[src/rtl/tcc_pkg.sv]
package tcc_pkg;

   typedef enum logic [2:0] {
      ACT_SET     = 3'd0,
      ACT_CLR     = 3'd1,
      ACT_TGL     = 3'd2,
      ACT_DIR_SET = 3'd3,
      ACT_DIR_CLR = 3'd4,
      ACT_WIN_SET = 3'd5,
      ACT_WIN_CLR = 3'd6,
      ACT_INIT    = 3'd7
   } act_e;

   typedef enum logic [1:0] {
      EDGE_NONE = 2'd0,
      EDGE_RISE = 2'd1,
      EDGE_FALL = 2'd2,
      EDGE_BOTH = 2'd3
   } edge_e;

   typedef enum logic [1:0] {
      SEL_CTRL = 2'd0,
      SEL_LO   = 2'd1,
      SEL_HI   = 2'd2,
      SEL_NONE = 2'd3
   } rsel_e;

   typedef struct packed {
      logic  alt_src;
      logic  ie;
      act_e  act;
      logic  cmp_mode;
      edge_e edge_sel;
   } ctrl_t;

   localparam int CTRL_W = $bits(ctrl_t);

   localparam ctrl_t CTRL_RST = '{alt_src: 1'b0, ie: 1'b1, act: ACT_SET,
                                  cmp_mode: 1'b0, edge_sel: EDGE_NONE};

endpackage

[src/rtl/tcc_sync.sv]
module tcc_sync #(
   parameter int STAGES = 2
) (
   input  logic clk,
   input  logic rst_n,
   input  logic d,
   output logic q
);

   generate
      if (STAGES < 2) begin : g_bad_stages
         $error("tcc_sync: STAGES must be at least 2");
      end
   endgenerate

   logic [STAGES-1:0] chain_q;

   always_ff @(posedge clk or negedge rst_n) begin
      if (!rst_n) chain_q <= '0;
      else        chain_q <= {chain_q[STAGES-2:0], d};
   end

   assign q = chain_q[STAGES-1];

endmodule

[src/rtl/tcc_capture.sv]
module tcc_capture
   import tcc_pkg::*;
#(
   parameter int SYNC_STAGES = 2,
   parameter bit ALT_SYNC    = 1'b0
) (
   input  logic  clk,
   input  logic  rst_n,
   input  logic  pin,
   input  logic  alt,
   input  logic  use_alt,
   input  edge_e edge_sel,
   input  logic  enable,
   output logic  evt
);

   logic pin_s;
   logic alt_s;
   logic src_s;
   logic prev_q;
   logic rise;
   logic fall;

   tcc_sync #(.STAGES(SYNC_STAGES)) u_pin_sync (
      .clk  (clk),
      .rst_n(rst_n),
      .d    (pin),
      .q    (pin_s)
   );

   generate
      if (ALT_SYNC) begin : g_alt_sync
         tcc_sync #(.STAGES(SYNC_STAGES)) u_alt_sync (
            .clk  (clk),
            .rst_n(rst_n),
            .d    (alt),
            .q    (alt_s)
         );
      end else begin : g_alt_direct
         assign alt_s = alt;
      end
   endgenerate

   assign src_s = use_alt ? alt_s : pin_s;

   always_ff @(posedge clk or negedge rst_n) begin
      if (!rst_n) prev_q <= 1'b0;
      else        prev_q <= src_s;
   end

   assign rise = src_s & ~prev_q;
   assign fall = ~src_s & prev_q;

   always_comb begin
      evt = 1'b0;
      case (edge_sel)
         EDGE_RISE: evt = rise;
         EDGE_FALL: evt = fall;
         EDGE_BOTH: evt = rise | fall;
         default:   evt = 1'b0;
      endcase
      evt = evt & enable;
   end

endmodule

[src/rtl/tcc_compare.sv]
module tcc_compare
   import tcc_pkg::*;
#(
   parameter int CNT_W = 16
) (
   input  logic             clk,
   input  logic             rst_n,
   input  logic [CNT_W-1:0] cnt,
   input  logic             cnt_down,
   input  logic             updown,
   input  logic [CNT_W-1:0] own_val,
   input  logic [CNT_W-1:0] ref0_val,
   input  act_e             act,
   input  logic             active,
   input  logic             init,
   output logic             out,
   output logic             evt
);

   logic             seen_q;
   logic [CNT_W-1:0] last_q;
   logic             fresh;
   logic             hit;
   logic             at_zero;
   logic             at_ref0;
   logic             out_q;
   logic             nxt;

   // A counter value is evaluated once, in the first cycle it appears.
   assign fresh   = active & (~seen_q | (cnt != last_q));
   assign hit     = fresh & (cnt == own_val);
   assign at_zero = fresh & (cnt == '0);
   assign at_ref0 = fresh & (cnt == ref0_val);

   always_ff @(posedge clk or negedge rst_n) begin
      if (!rst_n) begin
         seen_q <= 1'b0;
         last_q <= '0;
      end else begin
         seen_q <= 1'b1;
         last_q <= cnt;
      end
   end

   always_comb begin
      nxt = out_q;
      case (act)
         ACT_SET: if (hit) nxt = 1'b1;
         ACT_CLR: if (hit) nxt = 1'b0;
         ACT_TGL: if (hit) nxt = ~out_q;
         ACT_DIR_SET: begin
            if (updown) begin
               if (hit) nxt = ~cnt_down;
            end else if (hit) begin
               nxt = 1'b1;
            end else if (at_zero) begin
               nxt = 1'b0;
            end
         end
         ACT_DIR_CLR: begin
            if (updown) begin
               if (hit) nxt = cnt_down;
            end else if (hit) begin
               nxt = 1'b0;
            end else if (at_zero) begin
               nxt = 1'b1;
            end
         end
         ACT_WIN_SET: begin
            if (hit)          nxt = 1'b1;
            else if (at_ref0) nxt = 1'b0;
         end
         ACT_WIN_CLR: begin
            if (hit)          nxt = 1'b0;
            else if (at_ref0) nxt = 1'b1;
         end
         default: nxt = out_q;
      endcase
   end

   always_ff @(posedge clk or negedge rst_n) begin
      if (!rst_n)    out_q <= 1'b0;
      else if (init) out_q <= 1'b0;
      else           out_q <= nxt;
   end

   assign out = out_q;
   assign evt = hit & (act != ACT_INIT);

endmodule

[src/rtl/tcc_regs.sv]
module tcc_regs
   import tcc_pkg::*;
#(
   parameter int BYTE_W = 8
) (
   input  logic                clk,
   input  logic                rst_n,
   input  logic                wr_en,
   input  logic [1:0]          wr_sel,
   input  logic [BYTE_W-1:0]   wr_data,
   input  logic [1:0]          rd_sel,
   output logic [BYTE_W-1:0]   rd_data,
   input  logic [2*BYTE_W-1:0] cnt,
   input  logic                cap_evt,
   output ctrl_t               ctrl,
   output logic [2*BYTE_W-1:0] val,
   output logic                init_pulse
);

   localparam int VAL_W = 2 * BYTE_W;

   generate
      if (BYTE_W < CTRL_W) begin : g_bad_byte
         $error("tcc_regs: BYTE_W must hold the control byte");
      end
   endgenerate

   ctrl_t              ctrl_q;
   ctrl_t              ctrl_wr;
   logic [BYTE_W-1:0]  lo_buf_q;
   logic [VAL_W-1:0]   val_q;
   logic [VAL_W-1:0]   pend_q;
   logic               pend_v_q;
   logic               wr_ctrl;
   logic               wr_lo;
   logic               wr_hi;
   logic               apply_pend;

   assign wr_ctrl    = wr_en & (rsel_e'(wr_sel) == SEL_CTRL);
   assign wr_lo      = wr_en & (rsel_e'(wr_sel) == SEL_LO);
   assign wr_hi      = wr_en & (rsel_e'(wr_sel) == SEL_HI);
   assign ctrl_wr    = ctrl_t'(wr_data[CTRL_W-1:0]);
   assign init_pulse = wr_ctrl & (ctrl_wr.act == ACT_INIT);
   assign apply_pend = ctrl_q.cmp_mode & pend_v_q & (cnt == '0);

   always_ff @(posedge clk or negedge rst_n) begin
      if (!rst_n) begin
         ctrl_q <= CTRL_RST;
      end else if (wr_ctrl) begin
         ctrl_q.alt_src  <= ctrl_wr.alt_src;
         ctrl_q.ie       <= ctrl_wr.ie;
         ctrl_q.cmp_mode <= ctrl_wr.cmp_mode;
         ctrl_q.edge_sel <= ctrl_wr.edge_sel;
         if (ctrl_wr.act != ACT_INIT) ctrl_q.act <= ctrl_wr.act;
      end
   end

   always_ff @(posedge clk or negedge rst_n) begin
      if (!rst_n) lo_buf_q <= '0;
      else if (wr_lo) lo_buf_q <= wr_data;
   end

   always_ff @(posedge clk or negedge rst_n) begin
      if (!rst_n) begin
         val_q    <= '0;
         pend_q   <= '0;
         pend_v_q <= 1'b0;
      end else if (wr_hi) begin
         if (ctrl_q.cmp_mode) begin
            pend_q   <= {wr_data, lo_buf_q};
            pend_v_q <= 1'b1;
         end else begin
            val_q    <= {wr_data, lo_buf_q};
            pend_v_q <= 1'b0;
         end
      end else if (apply_pend) begin
         val_q    <= pend_q;
         pend_v_q <= 1'b0;
      end else if (cap_evt) begin
         val_q <= cnt;
      end
   end

   always_comb begin
      case (rsel_e'(rd_sel))
         SEL_CTRL: rd_data = BYTE_W'(ctrl_q);
         SEL_LO:   rd_data = val_q[BYTE_W-1:0];
         SEL_HI:   rd_data = val_q[VAL_W-1:BYTE_W];
         default:  rd_data = '0;
      endcase
   end

   assign ctrl = ctrl_q;
   assign val  = val_q;

endmodule

[src/rtl/tcc_channel.sv]
module tcc_channel
   import tcc_pkg::*;
#(
   parameter int BYTE_W      = 8,
   parameter int SYNC_STAGES = 2,
   parameter bit ALT_SYNC    = 1'b0
) (
   input  logic                clk,
   input  logic                rst_n,
   input  logic [2*BYTE_W-1:0] cnt,
   input  logic                cnt_down,
   input  logic                updown_mode,
   input  logic [2*BYTE_W-1:0] ref0_val,
   input  logic                wr_en,
   input  logic [1:0]          wr_sel,
   input  logic [BYTE_W-1:0]   wr_data,
   input  logic [1:0]          rd_sel,
   output logic [BYTE_W-1:0]   rd_data,
   input  logic                cap_pin,
   input  logic                radio_evt,
   input  logic                flag_clr,
   output logic                cmp_out,
   output logic                irq
);

   localparam int CNT_W = 2 * BYTE_W;

   ctrl_t            ctrl;
   logic [CNT_W-1:0] val;
   logic             init_pulse;
   logic             cap_evt;
   logic             cmp_evt;
   logic             set_evt;
   logic             flag_q;
   logic             mode_c;
   logic             ie_c;
   act_e             act_c;
   edge_e            edge_c;

   assign mode_c = ctrl.cmp_mode;
   assign ie_c   = ctrl.ie;
   assign act_c  = ctrl.act;
   assign edge_c = ctrl.edge_sel;

   tcc_regs #(.BYTE_W(BYTE_W)) u_regs (
      .clk       (clk),
      .rst_n     (rst_n),
      .wr_en     (wr_en),
      .wr_sel    (wr_sel),
      .wr_data   (wr_data),
      .rd_sel    (rd_sel),
      .rd_data   (rd_data),
      .cnt       (cnt),
      .cap_evt   (cap_evt),
      .ctrl      (ctrl),
      .val       (val),
      .init_pulse(init_pulse)
   );

   tcc_capture #(.SYNC_STAGES(SYNC_STAGES), .ALT_SYNC(ALT_SYNC)) u_cap (
      .clk     (clk),
      .rst_n   (rst_n),
      .pin     (cap_pin),
      .alt     (radio_evt),
      .use_alt (ctrl.alt_src),
      .edge_sel(edge_c),
      .enable  (~mode_c),
      .evt     (cap_evt)
   );

   tcc_compare #(.CNT_W(CNT_W)) u_cmp (
      .clk     (clk),
      .rst_n   (rst_n),
      .cnt     (cnt),
      .cnt_down(cnt_down),
      .updown  (updown_mode),
      .own_val (val),
      .ref0_val(ref0_val),
      .act     (act_c),
      .active  (mode_c),
      .init    (init_pulse),
      .out     (cmp_out),
      .evt     (cmp_evt)
   );

   assign set_evt = cap_evt | cmp_evt;

   always_ff @(posedge clk or negedge rst_n) begin
      if (!rst_n)       flag_q <= 1'b0;
      else if (set_evt) flag_q <= 1'b1;
      else if (flag_clr) flag_q <= 1'b0;
   end

   assign irq = flag_q & ie_c;

endmodule

[config.mk]
export PLATFORM = sky130hd
export DESIGN_NAME = tcc_channel
export DESIGN_NICKNAME = d
export VERILOG_FILES = /design/src/rtl/tcc_pkg.sv /design/src/rtl/tcc_sync.sv /design/src/rtl/tcc_capture.sv /design/src/rtl/tcc_compare.sv /design/src/rtl/tcc_regs.sv /design/src/rtl/tcc_channel.sv
export SDC_FILE = /design/constraint.sdc
export NUM_CORES = 1
export LEC_CHECK = 0
export BUFFER_PORTS_ARGS = -buffer_cell sky130_fd_sc_hd__buf_2
export CAP_MARGIN = 5
export CORE_MARGIN = 8
export CORE_UTILIZATION = 45
export DETAILED_ROUTE_END_ITERATION = 10
export GPL_TIMING_DRIVEN = 0
export PLACE_DENSITY = 0.66
export SKIP_CTS_REPAIR_TIMING = 1
export SYNTH_ARGS = -nofsm -noshare
export SYNTH_HDL_FRONTEND = slang
export SYNTH_HIERARCHICAL = 1
export SYNTH_SLANG_ARGS = --single-unit
[constraint.sdc]
create_clock -name clk -period 2.5 [get_ports clk]
set_input_delay 0.5 -clock clk [delete_from_list [all_inputs] [get_ports clk]]
set_output_delay 0.5 -clock clk [all_outputs]
set_load 0.005 [all_outputs]
# Yosys cells after proc, flatten, opt, wreduce, memory -nomap -nowiden

Cells that the tools add are included.

Bits in registers: 71
Word-level logic and storage cells: 109

Equal/unequal tests: 29
Muxes and demuxes: 29
Bitwise logic cells: 24
Reduce and logical (&&, ||, !) cells: 12

Operators with widths:

| cell                                                             | number |
|---|---|
| 16-bit two-way mux                                               | 4 |
| 16-bit == test                                                   | 2 |
| 8-bit case mux with 3 select lines                               | 1 |
| 1-bit two-way mux                                                | 22 |
| 16-bit zero test                                                 | 1 |
| 16-bit != test                                                   | 1 |
| 4-bit by 2-bit != test with 1-bit output (second input constant) | 4 |
| 1-bit AND                                                        | 15 |
| 3-bit == test (second input constant)                            | 4 |
| 10-bit AND reduction                                             | 1 |
| 3-bit by 2-bit != test with 1-bit output (second input constant) | 3 |
| 2-bit == test (second input constant)                            | 4 |
| 4-bit by 3-bit != test with 1-bit output (second input constant) | 2 |
| 8-bit nonzero test                                               | 1 |
| 1-bit case mux with 7 select lines                               | 1 |
| 2-bit by 1-bit == test with 1-bit output (second input constant) | 3 |
| 3-bit by 2-bit == test with 1-bit output (second input constant) | 2 |
| 3-bit != test (second input constant)                            | 2 |
| 1-bit NOT                                                        | 6 |
| 2-bit AND reduction                                              | 3 |
| 2-bit zero test                                                  | 2 |
| 2-bit nonzero test                                               | 2 |
| 3-bit by 1-bit == test with 1-bit output (second input constant) | 1 |
| 3-bit zero test                                                  | 1 |
| other kinds (4)                                                  | 6 |

# Depth between registers and ports, before layout

Gate-level depths: netlist (run 1).

Depth in word-level cells: 9
Mapped depth: 8
Depth with buffers taken out: 8

# By module

Netlist (run 1), hierarchy kept.

By module, submodules not included:

| module      | instances | cells an instance | area each (sq um) | seq. area each (sq um) |
|---|---|---|---|---|
| tcc_regs    | 1         | 264               | 2,617.5           | 1,227.4 |
| tcc_compare | 1         | 122               | 1,223.7           | 450.4 |
| tcc_capture | 1         | 11                | 97.6              | 25.0 |
| tcc_sync    | 1         | 2                 | 50.0              | 50.0 |
| tcc_channel | 1         | 6                 | 48.8              | 25.0 |

# Worst setup path before layout (run 1)

OpenSTA, ideal clock, no wires.

Kind: input-to-reg
Start: input radio_evt
End: register u_regs.val_q[10], in the netlist u_regs/val[10]
Arrival: 2.051 ns
Required time: 2.375 ns
Path slack: 0.324 ns
Stages on the path: 7
Path through: mux2i_1 -> ha_1 -> nand2b_1 -> a311oi_1 -> o21a_1 -> a21o_4 -> mux2_4

Longest elaborated chain between the ends: 8
Elaborated cells on any way between the ends: 9
Those cells by class: mux (2); bitwise (5); reduce/logical (2)

Ends and longest elaborated chain:

| element                                | RTL line          | RTL |
|---|---|---|
| start, declared                        | tcc_channel.sv:20 | `input logic radio_evt,` |
| 1-bit two-way mux *                    | tcc_capture.sv:44 | `assign src_s = use_alt ? alt_s : pin_s;` |
| 1-bit NOT                              | tcc_capture.sv:52 | `assign fall = ~src_s & prev_q;` |
| 1-bit AND                              | tcc_capture.sv:52 |  |
| 1-bit OR                               | tcc_capture.sv:59 | `EDGE_BOTH: evt = rise \| fall;` |
| 1-bit case mux with 3 select lines *   | tcc_capture.sv:56 | `case (edge_sel)` |
| 1-bit AND *                            | tcc_capture.sv:62 | `evt = evt & enable;` |
| net cap_evt                            | tcc_channel.sv:31 | `logic cap_evt;` |
| 3-bit nonzero test (no source line) *  | -                 |  |
| 2-bit AND reduction (no source line) * | -                 |  |
| end signal, assigned                   | tcc_regs.sv:73    | `val_q <= {wr_data, lo_buf_q};` |
| end signal, assigned                   | tcc_regs.sv:77    | `val_q <= pend_q;` |
| end signal, assigned                   | tcc_regs.sv:80    | `val_q <= cnt;` |
| end, declared                          | tcc_regs.sv:31    | `logic [VAL_W-1:0] val_q;` |

Mark *: on every way through the listed nets, which the timed path passes. The rest lies on a longest branch.
A chain may end at the register's enable or synchronous reset.

# Worst setup path in the final report (run 1)

Start: register u_regs.ctrl_q, in the netlist u_regs/ctrl[2]
End: output rd_data[2]

Longest elaborated chain between the ends: 1

Ends and longest elaborated chain:

| element                            | RTL line          | RTL |
|---|---|---|
| start, declared                    | tcc_regs.sv:28    | `ctrl_t ctrl_q;` |
| 8-bit case mux with 3 select lines | tcc_regs.sv:85    | `case (rsel_e'(rd_sel))` |
| end, declared                      | tcc_channel.sv:18 | `output logic [BYTE_W-1:0] rd_data,` |

No other way between the ends.

==> results.md, run 1 <==
Logic synthesis:
- Ranked by total cell area, the synthesized netlist is headed by sky130_fd_sc_hd__dfrtp_1 (43%), sky130_fd_sc_hd__nand2_1 (7.1%), sky130_fd_sc_hd__xor2_1 (6.7%).
- After synthesis, the share of flip-flops with an asynchronous set or reset is 1.00.
- Of the synthesized area, sequential elements account for 0.440.
- The Yosys step of the flow raised 6 warnings.
- The dominant synthesized flop cell is sky130_fd_sc_hd__dfrtp_1.
- The most common cell in the netlist is sky130_fd_sc_hd__nand2_1.
- The synthesis-stage register bit count is 71.
- Counting every net in the synthesized netlist gives 459.
- The synthesized area divided by synthesized cell count is 9.97 um^2.
- After technology mapping, the gate count stands at 405.
- The synthesized cell area is 4040 um^2.
- The synthesized design spends more area on one cell type than any other, namely sky130_fd_sc_hd__dfrtp_1.
- Counting instances in the post-synthesis netlist gives the leading cell types as sky130_fd_sc_hd__nand2_1 (76), sky130_fd_sc_hd__dfrtp_1 (70), sky130_fd_sc_hd__xor2_1 (31), sky130_fd_sc_hd__mux2i_1 (25), sky130_fd_sc_hd__o21ai_0 (24).
- Of the post-synthesis cell area, the dominant cell type holds 0.434.
- The number of distinct library cell variants in the gate-level netlist after synthesis is 57.
- The count of flip-flops with a built-in enable after synthesis is 0.

Floorplan:
- The number of rows created at floorplan is 34.
- The vertical extent of the die is 111 um.
- The standard cell core area is 8720 um^2.
- The die span in x is 111 um.
- The die covers 12,300 um^2.
- The initial utilization of the core area, before any placement, comes to 0.463.
- The number of top-level pins is 62.

Power and ir drop:
- VDD sags by at most 0.364 mV.
- The design draws 3440 uW.
- The static leakage is 0.00210 uW.
- The cell area power density is 738 nW/um^2.

Timing:
- The worst pin sits at a relative slew slack of 0.405.
- The clock arrives with 0.00657 ns of skew.
- The final hold violation count is 0.
- Setup repair after global routing left no endpoint under its margin.
- The routed design could run at a clock period as short as 2.44 ns.
- The setup TNS is 0 ns.
- The portion of the clock cycle consumed by the worst path in the final layout is 0.978.
- The number of pins with negative max-slew slack in the final report is 0.
- For the pin with the worst max-slew slack, the measured transition is 0.892 ns.
- For this run, the top clock speed supported by timing is 409 MHz.
- The number of endpoints failing setup at the final stage is 0.

CTS:
- The clock latency on the worst-skew pair is 0.35 ns.
- TritonCTS built the clock tree.
- The TritonCTS buffer count is 9.
- After clock tree synthesis, the clock-pin slew on the worst setup and hold paths is 0.07 ns.
- The clock root buffer master is sky130_fd_sc_hd__clkbuf_8.
- In this run the deepest clock path goes through 2 buffers.
- The H-tree was split into 3 levels.
- The clock net in this run drives a total of 71 sinks.

Routing:
- The detailed router finished its first iteration with 198 violations.
- The average via count per standard cell is 5.57.
- In the routed design, unresolved DRC markers number 0.
- The routed wire length is 11,200 um.
- The average wire per cell in the routed design is 19.0 um.
- The detail route stage leaves a number of antenna-violating nets equal to 0.
- The count of vias placed by the detailed router is 3,276.
- The first detailed-routing pass ran for 4 iterations.

Placed design:
- After legalization and detailed placement, the total HPWL measured 8310 um.
- Input and output buffers added on the ports amount to 59.
- Including well taps, the total number of placed cells is 572.
- At the end of routability-driven placement, the weighted congestion stood at 0.856.

Status:
- The run finished with clean final reports.

Global route:
- The residual overflow from global routing is 0.
- The first global-routing pass estimated 18,100 um of wire.
- Across every metal layer, demand over resource in global routing totals 0.183.
- The number of antenna violations at the first check in global routing is 0.
- The number of global-route vias before repair is 3,301.
- Entering global routing, the biggest net connects 72 pins.

Run:
- The reported max-cap violation count is 0.

Worst setup path:
- The required time at the endpoint of the critical path is 2.00 ns.
- The startpoint type of the worst setup path is a flop.
- The arrival time at the worst endpoint is 1.94 ns.
- In this run the register-to-register setup slack is 0.18 ns.
- The largest driver fanout on the critical path is 10.
- STA classifies the critical path endpoint as an output port.
- The worst setup path is of the reg2out kind.

Layout:
- The core occupancy in the finished layout is 0.535.
- The repair_antennas step left the layout with diodes totalling 0.
- The area growth from synthesis to layout is 15.5%.
- The share of cells above drive strength 1 is 0.233.
- The filler cell count is 815.
- After the flow finishes, the layout carries non-filler instances totaling 588.
- The final net count is 529.

Hold path:
- The min-delay analysis places its worst path in the category in2async.
sequential cells by signal, indices dropped and copies added, names as in the netlist, 2 cells and up:
register / cells
u_regs/pend_q: 16
u_regs/lo_buf_q: 8
u_cap/u_pin_sync/chain_q: 2
u_regs/val: 16
u_regs/ctrl: 8
u_cmp/last_q: 16
layout by cell type (no fill, tap or decap), types with 3 or more instances in the layout:
cell type and instances:
sky130_fd_sc_hd__a22o_1 10, sky130_fd_sc_hd__a21oi_1 6, sky130_fd_sc_hd__xnor2_1 17, sky130_fd_sc_hd__dfrtp_1 70
sky130_fd_sc_hd__mux2_2 9, sky130_fd_sc_hd__nor4_1 14, sky130_fd_sc_hd__clkbuf_1 8, sky130_fd_sc_hd__mux2i_1 25
sky130_fd_sc_hd__buf_2 62, sky130_fd_sc_hd__nand2_1 76, sky130_fd_sc_hd__clkinv_2 5, sky130_fd_sc_hd__o21ai_0 24
sky130_fd_sc_hd__o22a_1 3, sky130_fd_sc_hd__nor3_1 4, sky130_fd_sc_hd__mux2_4 6, sky130_fd_sc_hd__nand4_1 23
sky130_fd_sc_hd__clkbuf_8 9, sky130_fd_sc_hd__inv_1 8, sky130_fd_sc_hd__nor2b_1 11, sky130_fd_sc_hd__nor2_1 9
sky130_fd_sc_hd__xor2_1 31
through the flow:
step	instance area [um^2]	hold slack, ns	setup WS [ns]
final	4660	0.255	0.0551
after detailed placement	4470	0.336	-0.120
after global placement	4470	0.332	-0.0985
after global routing	4660	0.234	0.0272
after floorplan	4040	0.204	0.324
after CTS	4660	0.238	-0.00619
metal layers:
layer / GRT usage / wire (um) / vias up
met4: 0.0495 / 108 / 0
met2: 0.282 / 5140 / 96
met5: 0 / 0 / -
met1: 0.249 / 5270 / 1592
li1: - / - / 1580
met3: 0.0449 / 643 / 8
worst max-delay path, stage by stage, from the launching register on:
cell and delay [ns]:
sky130_fd_sc_hd__dfrtp_1 0.55, sky130_fd_sc_hd__clkbuf_1 0.44, sky130_fd_sc_hd__mux2i_1 0.12, sky130_fd_sc_hd__o21ai_0 0.30
sky130_fd_sc_hd__buf_2 0.19
power by group:
group	switching [uW]	total, uW	internal [uW]
sequential	254	1670	1420
combinational	442	883	441
clock	435	888	453
kinds of logic after synthesis:
logic type      Yosys count  share of synthesized area
compound gates           59                     0.0979
xor+xnor                 48                      0.104
fa+ha+maj                 2                    0.00620
buf+inv                  24                     0.0304
flops                    71                      0.440
mux                      40                      0.109
other cells               1                   0.000929
simple gates            160                      0.211
path summary, 6_finish.rpt:
kind / from / end / depth (start not counted)
setup / recovery: u_regs/ctrl[2] / rd_data[2] / 4
hold / removal: rst_n / u_cmp/last_q[5] / 1
setup reg to reg: u_regs/ctrl[7] / u_regs/val[12] / 7
hold reg to reg: u_cap/u_pin_sync/chain_q[0] / u_cap/u_pin_sync/chain_q[1] / 0
max in group asynchronous: rst_n / u_regs/lo_buf_q[6] / 1
min in group clk: cap_pin / u_cap/u_pin_sync/chain_q[0] / 1
layout make-up:
cell class | count | area (um^2) | area share
Multi-Input combinational cell | 310 | 2140 | 0.459
Buffer | 16 | 92.6 | 0.0198
Timing Repair Buffer | 59 | 298 | 0.0638
Clock buffer | 9 | 124 | 0.0266
Tap cell | 108 | 135 | 0.0290
Sequential cell | 71 | 1780 | 0.381
Inverter | 8 | 30.0 | 0.00644
Clock inverter | 7 | 63.8 | 0.0137
(Power assumes the default switching activity.)
==> inputs of run 2 (changes only) <==
--- a/config.mk
+++ b/config.mk
@@ -5,6 +5,7 @@
 export SDC_FILE = /design/constraint.sdc
 export NUM_CORES = 1
 export LEC_CHECK = 0
+export ABC_CLOCK_PERIOD_IN_PS = 2500
 export BUFFER_PORTS_ARGS = -buffer_cell sky130_fd_sc_hd__buf_2
 export CAP_MARGIN = 5
 export CORE_MARGIN = 8
@@ -12,6 +13,7 @@
 export DETAILED_ROUTE_END_ITERATION = 10
 export GPL_TIMING_DRIVEN = 0
 export PLACE_DENSITY = 0.66
+export SETUP_SLACK_MARGIN = 0.1
 export SKIP_CTS_REPAIR_TIMING = 1
 export SYNTH_ARGS = -nofsm -noshare
 export SYNTH_HDL_FRONTEND = slang
==> run 2 against run 1 <==
First-iteration DRC count increased by 22%. Total power grew 0.30%. Non-clock buffer count did not move. Clock power is essentially flat. Cell area is 0.27% higher. Die area unchanged. Core utilization grew 0.14 points. Register-to-register slack improved by 0.04 ns. Via count increased by 1.6%.
==> results.md, run 2 (synthesis gave the netlist of run 1 again) <==
Routing:
- The number of detailed-route iterations in the first pass was 5 (+1).
- The remaining antenna violation count after routing is 0 (unchanged).
- The DRC violations left was 0 (unchanged).
- The count of vias placed by the detailed router is 3,330 (+1.6%).
- The routed wire length was 11,200 um (+0.69%).
- The average wire per cell in the routed design is 19.1 um (+0.69%).
- The average via count per standard cell is 5.66 (+1.6%).
- The violation count after the first detailed-routing iteration is 242 (+22%).

Placed design:
- The placed wire-length estimate is 8310 um (unchanged).
- The final RePlAce weighted congestion is 0.856 (unchanged).
- The number of input and output port buffers inserted is 59 (unchanged).

Global route:
- The pin count of the biggest net entering global routing came to 72 (unchanged).
- The number of global-route vias before repair is 3,301 (unchanged).
- The wire length of the first global-routing pass is 18,100 um (unchanged).
- The number of antenna violations at the first check in global routing was 0 (unchanged).
- The combined global-route utilization of all metal layers is 0.183 (unchanged).
- The residual overflow from global routing was 0 (unchanged).

Layout:
- The library cell used most frequently in the layout, excluding fill and tap cells, is sky130_fd_sc_hd__nand2_1.
- The area growth from synthesis to layout is 15.8%.
- The area taken by multi-input logic gates is 2150 um^2 (+0.53%).
- The combined flip-flop and latch cell area is 1780 um^2 (unchanged).
- The antenna cell count is 0 (unchanged).
- The share of cells above drive strength 1 is 0.235 (+0.00208).
- The top cell types in the final layout, fill and taps aside, are sky130_fd_sc_hd__nand2_1 (76), sky130_fd_sc_hd__dfrtp_1 (70), sky130_fd_sc_hd__buf_2 (62), sky130_fd_sc_hd__xor2_1 (31), sky130_fd_sc_hd__mux2i_1 (25).
- The final net count is 529 (unchanged).
- The filler cell count came to 813 (-0.25%).
- The core occupancy in the finished layout came to 0.536 (+0.00143).

CTS:
- The clock-pin slew of the registers on the worst-case setup and hold paths was 0.07 ns (about the same).
- The clock latency on the worst-skew pair came to 0.35 ns (about the same).
- The maximum buffer depth of the clock tree is 2 (unchanged).
- The clock root buffer master is sky130_fd_sc_hd__clkbuf_8.
- The TritonCTS buffer count is 9 (unchanged).
- The total number of clock tree sinks was 71 (unchanged).
- TritonCTS built the clock tree.
- The number of H-tree branching levels is 3 (unchanged).

Power and ir drop:
- The switching power as a share of total power came to 0.329 (+0.00100).
- The part of the power in registers is 0.484 (-0.002).
- The cell internal power dissipation is 2320 uW (+0.15%).
- The power after layout is 3450 uW (+0.30%).
- The fraction of power consumed by the clock network is 0.257 (about the same).
- The maximum vdd drop is 0.363 mV (-0.23%).
- The cell area power density is 738 nW/um^2 (about the same).
- The reported net switching power is 1140 uW (+0.60%).
- The combinational cell fraction of total power is 0.258 (+0.002).
- The static leakage is 0.00210 uW (+0.23%).

Hold path:
- The classification of the worst-slack hold path is in2async.

Timing:
- The slew of the pin with the lowest slew margin is 0.887 ns (-0.00532 ns).
- The number of endpoints failing setup at the final stage is 0 (unchanged).
- The post-layout minimum cycle time is 2.28 ns (-0.160 ns).
- The number of pins with negative max-slew slack in the final report is 0 (unchanged).
- The final clock skew came to 0.00576 ns (-0.000812 ns).
- The top achievable clock speed is 438 MHz (+7.0%).
- The portion of the clock cycle consumed by the worst path in the final layout came to 0.914 (-0.0642).
- Setup repair after global routing left no endpoint under its margin.
- The relative max-transition margin is 0.409 (+0.00355).
- The final hold violation count was 0 (unchanged).

Worst setup path:
- By startpoint and endpoint, the worst setup path is classified as reg2out.
- The endpoint class of the critical path is an output port.
- The required time at the endpoint of the critical path came to 2.00 ns (about the same).
- STA classifies the critical path startpoint as a flop.
- The arrival time at the worst endpoint came to 1.78 ns (-0.16 ns).
- The largest driver fanout on the critical path is 10 (unchanged).

Floorplan:
- The vertical extent of the die came to 111 um (unchanged).
- The standard cell core area was 8720 um^2 (unchanged).
- The starting density of the core is 0.463 (unchanged).
- The total die area is 12,300 um^2 (unchanged).
- The number of rows created at floorplan is 34 (unchanged).
- The number of top-level pins is 62 (unchanged).
- The die span in x is 111 um (unchanged).

Run:
- The reported max-cap violation count came to 0 (unchanged).

Status:
- The flow ran to the end, and the final reports show no timing, DRC or antenna violations.
[run 2: cell type report]
| type | count | area share |
|---|---|---|
| Clock buffer | 9 | 0.0265 |
| Timing Repair Buffer | 59 | 0.0637 |
| Buffer | 16 | 0.0201 |
| Tap cell | 108 | 0.0289 |
| Multi-Input combinational cell | 310 | 0.461 |
| Inverter | 8 | 0.00642 |
| Sequential cell | 71 | 0.380 |
| Clock inverter | 7 | 0.0136 |
[run 2: per-stage QoR]
step           hold WS, ns  TNS [ns]  instance area, um^2  instances  worst slack [ns]
2_1_floorplan        0.204         0                 4040        405             0.324
3_3_place_gp         0.332    -0.588                 4470        572           -0.0985
3_5_place_dp         0.336    -0.731                 4470        572            -0.120
4_1_cts              0.238   -0.0200                 4660        588          -0.00619
5_1_grt              0.234         0                 4680        588            0.0970
6_report             0.249         0                 4680        588             0.215
[run 2: worst paths after layout]
path / startpoint / to / cells past startpoint / slack [ns]
max: u_regs/ctrl[2] / rd_data[2] / 4 / 0.22
min in group clk: cap_pin / u_cap/u_pin_sync/chain_q[0] / 1 / 0.25
max in group asynchronous: rst_n / u_regs/lo_buf_q[6] / 1 / 1.65
min reg2reg: u_cap/u_pin_sync/chain_q[0] / u_cap/u_pin_sync/chain_q[1] / 0 / 0.35
min: rst_n / u_cmp/last_q[5] / 1 / 0.25
max reg2reg: u_regs/ctrl[7] / u_regs/val[12] / 7 / 0.22
[run 2: critical path, stage by stage, from the launching register on]
cell                       delay, ns
sky130_fd_sc_hd__dfrtp_1        0.54
sky130_fd_sc_hd__clkbuf_2       0.31
sky130_fd_sc_hd__mux2i_1        0.10
sky130_fd_sc_hd__o21ai_0        0.30
sky130_fd_sc_hd__buf_2          0.19
[run 2: routing by layer]
layer	share of wire	vias up	routed length, um	track usage
li1	-	1581	-	-
met1	0.47	1634	5290	0.249
met2	0.46	102	5190	0.282
met3	0.055	13	621	0.0449
met4	0.012	0	130	0.0495
met5	0	-	0	0
[run 2: power groups by stage]
stage                     Sequential [uW]  Clock (uW)  Combinational (uW)
after CTS                            1670         912                 882
after detailed placement             1690           0                 878
after floorplan                      1600           0                 610
after global placement               1680           0                 849
after global routing                 1710         963                 982
final                                1670         889                 892
